## src/rtl/llsc_pkg.sv

```systemverilog
package llsc_pkg;
  typedef enum logic [2:0] {
    OP_LL   = 3'd0,
    OP_SC   = 3'd1,
    OP_WR   = 3'd2,
    OP_LKRD = 3'd3,
    OP_LKWR = 3'd4
  } op_e;
endpackage

```

## src/rtl/llsc_resv_table.sv

```systemverilog
module llsc_resv_table
  import llsc_pkg::*;
#(
  parameter int DEPTH = 4,
  parameter int LW    = 26,
  parameter int IDW   = 4
) (
  input  logic           clk,
  input  logic           rst_n,
  input  logic           ev_valid,
  input  logic [LW-1:0]  ev_line,
  input  logic           upd_en,
  input  logic [2:0]     upd_op,
  input  logic [LW-1:0]  upd_line,
  input  logic [IDW-1:0] upd_id,
  output logic           hit_own
);
  localparam int AGEW = (DEPTH > 1) ? $clog2(DEPTH) : 1;

  logic [DEPTH-1:0] vld_q;
  logic [LW-1:0]    line_q [DEPTH];
  logic [IDW-1:0]   id_q   [DEPTH];
  logic [AGEW-1:0]  age_q  [DEPTH];

  logic [DEPTH-1:0] ev_hit, v1, same_line, own, clr, v2;
  logic [AGEW-1:0]  rank [DEPTH];
  logic [AGEW-1:0]  tgt;
  logic [AGEW:0]    tgt_rank;
  logic             found, is_ll;

  always_comb begin
    for (int i = 0; i < DEPTH; i++) begin
      ev_hit[i]    = vld_q[i] && ev_valid && (line_q[i] == ev_line);
      v1[i]        = vld_q[i] && !ev_hit[i];
      same_line[i] = v1[i] && (line_q[i] == upd_line);
      own[i]       = same_line[i] && (id_q[i] == upd_id);
    end
    hit_own = |own;
    is_ll   = upd_en && (upd_op == OP_LL);
    if (!upd_en || upd_op == OP_LL) clr = '0;
    else if (upd_op == OP_SC)       clr = same_line;
    else                            clr = own;
    v2 = v1 & ~clr;
    for (int i = 0; i < DEPTH; i++) begin
      rank[i] = '0;
      for (int j = 0; j < DEPTH; j++)
        if (v2[j] && (age_q[j] < age_q[i])) rank[i] = rank[i] + 1'b1;
    end
    found = 1'b0;
    tgt   = '0;
    for (int i = 0; i < DEPTH; i++)
      if (!found && same_line[i]) begin found = 1'b1; tgt = AGEW'(i); end
    for (int i = 0; i < DEPTH; i++)
      if (!found && !v2[i]) begin found = 1'b1; tgt = AGEW'(i); end
    for (int i = 0; i < DEPTH; i++)
      if (!found && rank[i] == AGEW'(DEPTH - 1)) begin found = 1'b1; tgt = AGEW'(i); end
    tgt_rank = v2[tgt] ? {1'b0, rank[tgt]} : (AGEW+1)'(DEPTH);
  end

  always_ff @(posedge clk) begin
    if (!rst_n) begin
      vld_q <= '0;
      for (int i = 0; i < DEPTH; i++) begin
        line_q[i] <= '0;
        id_q[i]   <= '0;
        age_q[i]  <= '0;
      end
    end else begin
      for (int i = 0; i < DEPTH; i++) begin
        if (is_ll && tgt == AGEW'(i)) begin
          vld_q[i]  <= 1'b1;
          line_q[i] <= upd_line;
          id_q[i]   <= upd_id;
          age_q[i]  <= '0;
        end else begin
          vld_q[i] <= v2[i];
          if (is_ll && v2[i] && ({1'b0, rank[i]} < tgt_rank)) age_q[i] <= rank[i] + 1'b1;
          else                                                age_q[i] <= rank[i];
        end
      end
    end
  end

  // checker state: the last update, compared against the table one cycle later
  logic           chk_ll_q, chk_sc_q;
  logic [LW-1:0]  chk_line_q;
  logic [IDW-1:0] chk_id_q;
  logic           ll_found, line_any, dup;

  always_ff @(posedge clk) begin
    if (!rst_n) begin
      chk_ll_q <= 1'b0; chk_sc_q <= 1'b0; chk_line_q <= '0; chk_id_q <= '0;
    end else begin
      chk_ll_q   <= upd_en && upd_op == OP_LL;
      chk_sc_q   <= upd_en && upd_op == OP_SC;
      chk_line_q <= upd_line;
      chk_id_q   <= upd_id;
    end
  end

  always_comb begin
    ll_found = 1'b0; line_any = 1'b0; dup = 1'b0;
    for (int i = 0; i < DEPTH; i++) begin
      if (vld_q[i] && line_q[i] == chk_line_q) begin
        line_any = 1'b1;
        if (id_q[i] == chk_id_q) ll_found = 1'b1;
      end
      for (int j = i + 1; j < DEPTH; j++)
        if (vld_q[i] && vld_q[j] && line_q[i] == line_q[j]) dup = 1'b1;
    end
  end

  p_ll_sets_r1: assert property (@(posedge clk) disable iff (!rst_n) chk_ll_q |-> ll_found);
  p_sc_clears_r3: assert property (@(posedge clk) disable iff (!rst_n) chk_sc_q |-> !line_any);
  p_one_entry_per_line_r5: assert property (@(posedge clk) disable iff (!rst_n) !dup);
endmodule

```

## src/rtl/llsc_line_lock.sv

```systemverilog
module llsc_line_lock #(
  parameter int LW = 26
) (
  input  logic          clk,
  input  logic          rst_n,
  input  logic          set,
  input  logic          clr,
  input  logic [LW-1:0] line,
  input  logic [LW-1:0] chk_line,
  output logic          chk_hit
);
  logic          blk_q;
  logic [LW-1:0] blk_line_q;

  always_ff @(posedge clk) begin
    if (!rst_n) begin
      blk_q      <= 1'b0;
      blk_line_q <= '0;
    end else if (set) begin
      blk_q      <= 1'b1;
      blk_line_q <= line;
    end else if (clr) begin
      blk_q <= 1'b0;
    end
  end

  assign chk_hit = blk_q && (blk_line_q == chk_line);

  p_block_set_r7: assert property (@(posedge clk) disable iff (!rst_n)
    (set && !clr) |=> (chk_line != $past(line)) || chk_hit);
  p_block_clear_r7: assert property (@(posedge clk) disable iff (!rst_n)
    (clr && !set) |=> !chk_hit);
endmodule

```

## src/rtl/llsc_monitor.sv

```systemverilog
module llsc_monitor
  import llsc_pkg::*;
#(
  parameter int AW         = 32,
  parameter int LINE_BYTES = 64,
  parameter int IDW        = 4,
  parameter int DEPTH      = 4
) (
  input  logic           clk,
  input  logic           rst_n,
  input  logic           bypass,
  input  logic           cmp_valid,
  output logic           cmp_ready,
  input  logic [2:0]     cmp_op,
  input  logic [AW-1:0]  cmp_addr,
  input  logic [IDW-1:0] cmp_id,
  output logic           rsp_valid,
  input  logic           rsp_ready,
  output logic           rsp_ok,
  output logic [IDW-1:0] rsp_id,
  input  logic           evict_valid,
  input  logic [AW-1:0]  evict_addr,
  input  logic [AW-1:0]  chk_addr,
  output logic           chk_blocked
);
  localparam int OFFW = $clog2(LINE_BYTES);
  localparam int LW   = AW - OFFW;

  logic [LW-1:0] cmp_line, ev_line, chk_line;
  logic          fire, upd_en, hit_own, ok_c;
  logic          unused_low;

  assign cmp_line   = cmp_addr[AW-1:OFFW];
  assign ev_line    = evict_addr[AW-1:OFFW];
  assign chk_line   = chk_addr[AW-1:OFFW];
  assign unused_low = ^{cmp_addr[OFFW-1:0], evict_addr[OFFW-1:0], chk_addr[OFFW-1:0]};

  assign cmp_ready = !rsp_valid || rsp_ready;
  assign fire      = cmp_valid && cmp_ready;
  assign upd_en    = fire && !bypass;

  always_comb begin
    if (bypass)              ok_c = 1'b1;
    else if (cmp_op == OP_SC) ok_c = hit_own;
    else                     ok_c = 1'b1;
  end

  llsc_resv_table #(.DEPTH(DEPTH), .LW(LW), .IDW(IDW)) u_tab (
    .clk      (clk),
    .rst_n    (rst_n),
    .ev_valid (evict_valid),
    .ev_line  (ev_line),
    .upd_en   (upd_en),
    .upd_op   (cmp_op),
    .upd_line (cmp_line),
    .upd_id   (cmp_id),
    .hit_own  (hit_own)
  );

  llsc_line_lock #(.LW(LW)) u_lock (
    .clk      (clk),
    .rst_n    (rst_n),
    .set      (fire && cmp_op == OP_LKRD),
    .clr      (fire && cmp_op == OP_LKWR),
    .line     (cmp_line),
    .chk_line (chk_line),
    .chk_hit  (chk_blocked)
  );

  always_ff @(posedge clk) begin
    if (!rst_n) begin
      rsp_valid <= 1'b0;
      rsp_ok    <= 1'b0;
      rsp_id    <= '0;
    end else if (fire) begin
      rsp_valid <= 1'b1;
      rsp_ok    <= ok_c;
      rsp_id    <= cmp_id;
    end else if (rsp_ready) begin
      rsp_valid <= 1'b0;
    end
  end

  p_rsp_hold_r9: assert property (@(posedge clk) disable iff (!rst_n)
    (rsp_valid && !rsp_ready) |=> rsp_valid && $stable(rsp_ok) && $stable(rsp_id));
  p_rsp_follows_r9: assert property (@(posedge clk) disable iff (!rst_n)
    fire |=> rsp_valid);
  p_bypass_ok_r8: assert property (@(posedge clk) disable iff (!rst_n)
    (fire && bypass) |=> rsp_ok);
  p_non_sc_ok_r4: assert property (@(posedge clk) disable iff (!rst_n)
    (fire && cmp_op != OP_SC) |=> rsp_ok);
endmodule

```

## config.mk

```make
export PLATFORM = sky130hd
export DESIGN_NAME = llsc_monitor
export DESIGN_NICKNAME = d
export VERILOG_FILES = /design/src/rtl/llsc_pkg.sv /design/src/rtl/llsc_resv_table.sv /design/src/rtl/llsc_line_lock.sv /design/src/rtl/llsc_monitor.sv
export SDC_FILE = /design/constraint.sdc
export NUM_CORES = 1
export LEC_CHECK = 0
export BUFFER_PORTS_ARGS = -buffer_cell sky130_fd_sc_hd__buf_2
export CAP_MARGIN = 20
export CORE_AREA = 2 2 149 151
export CTS_CLUSTER_DIAMETER = 100
export DETAILED_ROUTE_END_ITERATION = 12
export DIE_AREA = 0 0 151 153
export GPL_ROUTABILITY_DRIVEN = 0
export PLACE_DENSITY = 0.72
export SYNTH_ARGS = -nofsm -noshare
export SYNTH_HDL_FRONTEND = slang
export SYNTH_SLANG_ARGS = --single-unit
export TNS_END_PERCENT = 5
```

## constraint.sdc

```tcl
create_clock -name clk -period 5.9 [get_ports clk]
set_clock_uncertainty 0.05 [all_clocks]
set_input_delay 0.885 -clock clk [delete_from_list [all_inputs] [get_ports clk]]
set_output_delay 0.885 -clock clk [all_outputs]
set_load 0.005 [all_outputs]
```

Word-level counts from Yosys, hierarchy flattened
Memories as Yosys holds them, arrays and structs flattened.
Index checks and enable logic that the tools add are counted.
{ "op_classes": {"add_sub_neg": 16, "n_lt_le_gt_ge": 22, "eq_ne": 23, "muxes": 121, "n_bitwise": 23, "reduce_logical": 94} }
{ "op_table": {"columns": ["cell", "n"], "rows": [
  ["$eq 26x26->1", 9],
  ["$mux 26", 4],
  ["$mux 1", 72],
  ["$mux 2", 36],
  ["$logic_and 1x1->1", 65],
  ["$lt 2x2->1", 16],
  ["$add 2x1->2 const B", 12],
  ["$mux 4", 6],
  ["$logic_not 1->1", 22],
  ["$or 1x1->1", 20],
  ["$eq 4x4->1", 4],
  ["$eq 2x2->1 const B", 6],
  ["$lt 2x3->1", 4],
  ["$add 1x1->2 const B", 4],
  ["$and 4x4->4", 1],
  ["$bmux 2 s2", 1],
  ["$not 4->4", 1],
  ["$reduce_bool 2->1", 2],
  ["$reduce_or 4->1", 1],
  ["$eq 3x1->1 const B", 1],
  ["$eq 3x2->1 const B", 1],
  ["$eq 3x3->1 const B", 1],
  ["$ge 3x3->1 const B", 1],
  ["$logic_not 3->1", 1],
  ["7 further kinds", 8]
]} }
{ "totals": {"ff_bits": 37, "ramBits": 128, "input_bits": 109, "output_inout_bits": 8, "wordCells": 308, "mem_count": 3} }
{ "mem_list": {"columns": ["name", "depth", "width", "read_ports", "rd_clocked_by_memory_dff", "wr", "line_no", "source"], "rows": [
  ["u_tab.line_q", 4, 26, 4, 0, 4, "llsc_resv_table.sv:21", "logic [LW-1:0] line_q [DEPTH];"],
  ["u_tab.id_q", 4, 4, 4, 0, 4, "llsc_resv_table.sv:22", "logic [IDW-1:0] id_q [DEPTH];"],
  ["u_tab.age_q", 4, 2, 4, 0, 4, "llsc_resv_table.sv:23", "logic [AGEW-1:0] age_q [DEPTH];"]
]} }

Logic depth before layout (Yosys ltp)
An unclocked memory read counts as a cell.
{ "depth": {"ltp_word": 53, "depth_mapped": 27, "depth_no_buf": 25} }

Cells and area by module
From an unflattened synthesis, not the netlist that was laid out.
{ "hier_totals": {"hier_cells": 1023, "area_unflattened_um2": 10860.4} }
{ "modules_own_cells": {"columns": ["mod", "n_inst", "cells_each", "area_each_um2", "seq_area_each_um2"], "rows": [
  ["llsc_resv_table", 1, 870, 9291.4, 3923.8],
  ["llsc_line_lock", 1, 121, 1290.0, 540.5],
  ["llsc_monitor", 1, 32, 279.0, 120.1]
]} }

Worst setup path after synthesis
OpenSTA, ideal clock, no wires.
{ "synth_path": {"kind": "in2reg", "start": "input port evict_addr[16]", "end": "memory u_tab.age_q[0][2] (netlist bit), data pin", "setup_ps": 271, "arrival_ps": 5758, "t_required_ps": 5579, "setup_slack_ps": -179, "stages": 24, "n_path_buf": 2, "path_cell_list": "clkbuf_1 > xnor2_1 > nand4_1 > or4_1 > o41a_1 > o21a_1 > and2_1 > ha_1 > xor2_1 > inv_1 > ha_1 > nor2b_1 > o211a_1 > o21a_1 > buf_6 > o221ai_2 > nand2_2 > inv_1 > nand3_1 > ha_1 > or2_2 > a311o_1 > o211ai_1 > a31oi_1"} }
{ "synth_rtl": {"columns": ["element", "line_no", "source"], "rows": [
  ["start: declaration", "llsc_monitor.sv:22", "input logic [AW-1:0] evict_addr,"],
  ["end: declaration", "llsc_resv_table.sv:23", null]
]} }

==> results.json <==
{
  "status": "completed",
  "synth_ff_type": "edfxtp_1",
  "root_buffer": "clkbuf_16",
  "r2r_setup_slack_ps": 370,
  "r2r-start": "u_tab.line_q[0][17]",
  "avgSynthCellArea_um2": 9.987,
  "final.period_utilization_pct": 97.01,
  "ctsLongestPathBuffers": 2,
  "power_density_nw_per_um2": 220.0,
  "cp-end-kind": "flop",
  "fin_area_um2": 12720,
  "peakVddDrop_uv": 231.0,
  "grt_max_degree": 37,
  "synth_cell_type_count": 65,
  "synthArstFlopShare_pct": 0,
  "hp-start": "rsp_id[1]",
  "p_leak_nw": 5.005,
  "port_buffers": 98,
  "worstSetupStartpointType": "input port",
  "core-area_um2": 21490,
  "rows": 54,
  "max_cap_violations": 0,
  "track_usage_pct": 27.36,
  "clk_latency_ps": 430,
  "cts_tree": "done",
  "dieArea_um2": 23100,
  "pin_count": 117,
  "grt-ovfl-total": 0,
  "rsz0062_at_grt": "no",
  "min_to": "rsp_id[1]",
  "initial_core_util_pct": 49.41,
  "syn_area_um2": 10620,
  "synth_seq_cells": 165,
  "ys_seq_area_share_pct": 43.18,
  "drc": 0,
  "finalPower_mw": 2.799,
  "period_minus_slack_ps": 5724,
  "worst_slack_ps": 176.4,
  "drtAntennaViolNets": 0,
  "antenna_found_initial": 0,
  "max_clock_freq_mhz": 174.7,
  "place_area_um2": 12100,
  "vias_per_cell": 5.631,
  "cts.sinks": 165,
  "htreeDepth": 4,
  "drive_gt1_share_pct": 22.66,
  "die_w_um": 151,
  "dp_cells": 1487,
  "grt_pass1_wl_um": 47000,
  "areaGrowthSynthToFinish_pct": 19.83,
  "r2r_end": "u_tab.age_q[0][4]",
  "ys_warn_count": 0,
  "final-hold-violation-count": 0,
  "syn_inst": 1063,
  "reg2reg_depth": 24,
  "wl_um": 31140,
  "final_cell_count_no_fill": 1521,
  "drt_iter0_markers": 974,
  "cts_buffers": 17,
  "dpl.hpwl_um": 23300,
  "hold_path_class": "reg -> reg",
  "num-nets-final": 1364,
  "cp.arrival_ps": 5860,
  "maxSlewHeadroom_pct": 60.98,
  "crit_fanout": 5,
  "routedWlPerCell_um": 20.48,
  "grt_pass1_vias": 8309,
  "vias": 8565,
  "critPathKind": "in -> reg",
  "whs_path_depth": 2,
  "cp.required_ps": 6030,
  "synth_edf_count": 128,
  "clk_pin_slew_worst_paths_ps": 70,
  "dr.pass1.iters": 5,
  "cts_setup_buffers": 0,
  "drv_slew": 0,
  "worst_pin_slew_ps": 577.7,
  "dp_slack_ps": -227.5,
  "setup_violations": 0,
  "die_y_um": 153
}
-- report_power, final --
group	internal [mW]	total, mW	switching, mW
logic	0.163	0.376	0.213
clock network	0.630	1.11	0.477
registers	1.29	1.32	0.0308
-- logic make-up after synthesis --
logic type | count (synthesis) | share of synthesized area [%]
xor+xnor | 254 | 21.17
other cells | 1 | 0.03532
flops | 165 | 43.18
compound gates | 114 | 7.637
fa+ha+maj | 28 | 3.300
buf+inv | 122 | 5.115
simple gates | 376 | 19.27
mux | 3 | 0.2946
-- critical path: stages --
cell,delay [ps]
buf_2,160
xnor2_1,260
nand4_1,170
or4_4,570
o41a_1,460
o21a_2,180
and2_1,170
ha_1,300
xor2_1,250
inv_1,100
ha_1,220
nor2_1,110
nor3_1,50
buf_4,140
a32o_1,260
nand4_1,170
nand2_4,70
inv_2,60
nand3_2,90
buf_4,160
ha_1,300
inv_1,50
o31a_1,290
o21a_1,170
o211a_1,200
-- layer usage --
| metal | vias to the layer above | GRT usage [%] | part of all wire [%] |
|---|---|---|---|
| met5 | - | 0 | 0 |
| met4 | 0 | 9.524 | 3.0 |
| li1 | 3965 | - | - |
| met2 | 434 | 41.10 | 44 |
| met3 | 52 | 4.716 | 9.4 |
| met1 | 4114 | 39.88 | 44 |
-- registers in the layout, indices dropped and copies added (netlist names) --
signal	count
u_tab.line_q	104
u_lock.blk_line_q	26
u_tab.id_q	16
u_tab.age_q	8
rsp_id	4
u_tab.vld_q	4
rsp_ok	1
rsp_valid	1
u_lock.blk_q	1
-- area by class of cell --
class / instances / area, µm²
Tap cell: 280 / 350.3
Multi-Input combinational cell: 783 / 5579
Inverter: 41 / 153.9
Sequential cell: 165 / 4584
Clock inverter: 8 / 57.56
Antenna cell: 1 / 2.502
Clock buffer: 24 / 525.5
Timing Repair Buffer: 219 / 1469
Fill cell: 1807 / 8763
-- Yosys cell counts, types with 8 or more instances --
master | n | area share, %
and2_1 | 126 | 7.4
xnor2_1 | 168 | 14
inv_1 | 40 | 1.4
edfxtp_1 | 128 | 36
nand3_1 | 19 | 0.90
buf_2 | 14 | 0.66
dfxtp_1 | 37 | 7.0
buf_6 | 9 | 0.95
or2_2 | 10 | 0.59
xor2_1 | 83 | 6.8
clkbuf_1 | 56 | 2.0
nor4_1 | 26 | 1.5
nand2_1 | 95 | 3.4
o21ai_0 | 12 | 0.57
nor2_1 | 23 | 0.81
nor3_1 | 8 | 0.38
a21oi_1 | 44 | 2.1
nand4_1 | 47 | 2.8
ha_1 | 28 | 3.3
-- worst max-delay path by stage --
stage | cells after the start | startpoint | to
4_1_cts | 25 | evict_addr[31] | u_tab.age_q[0][4]
6_report | 25 | evict_addr[28] | u_tab.age_q[0][4]
5_1_grt | 24 | cmp_addr[19] | u_tab.age_q[0][2]
3_3_place_gp | 24 | evict_addr[31] | u_tab.age_q[0][4]
3_5_place_dp | 24 | evict_addr[31] | u_tab.age_q[0][4]
2_1_floorplan | 24 | evict_addr[17] | u_tab.age_q[0][2]
-- metrics by stage --
step / TNS [ps] / util, % / hold slack [ps]
2_1_floorplan: 0 / - / 398.8
3_3_place_gp: -855.0 / 56.30 / 395.7
3_5_place_dp: -1285 / 56.30 / 397.7
4_1_cts: 0 / 59.01 / 412.6
5_1_grt: 0 / 59.20 / 439.7
6_report: 0 / 59.21 / 410.9
-- placed cells by master, fill, tap and decap left out, types with 6 or more instances in the layout --
| cell type | Yosys | layout |
|---|---|---|
| nor3_1 | 8 | 6 |
| nor4_1 | 26 | 26 |
| clkbuf_16 | 0 | 20 |
| a21oi_1 | 44 | 44 |
| and2_1 | 126 | 126 |
| xnor2_1 | 168 | 166 |
| buf_2 | 14 | 98 |
| buf_4 | 0 | 116 |
| nand4_1 | 47 | 47 |
| inv_1 | 40 | 39 |
| dfxtp_1 | 37 | 37 |
| edfxtp_1 | 128 | 128 |
| ha_1 | 28 | 28 |
| nand2_1 | 95 | 95 |
| o21ai_0 | 12 | 12 |
| or2_2 | 10 | 10 |
| nand3_1 | 19 | 18 |
| xor2_1 | 83 | 82 |
| nor2_1 | 23 | 23 |
| conb_1 | 1 | 8 |
-- repair_timing --
action                                  4_1_cts  5_1_grt
hold buffers                                  0        0
endpoints found under the setup margin        0        7
gates resized for setup                       0        3
hold endpoints to repair                      0        0
Power figures use the tool's default switching activity.
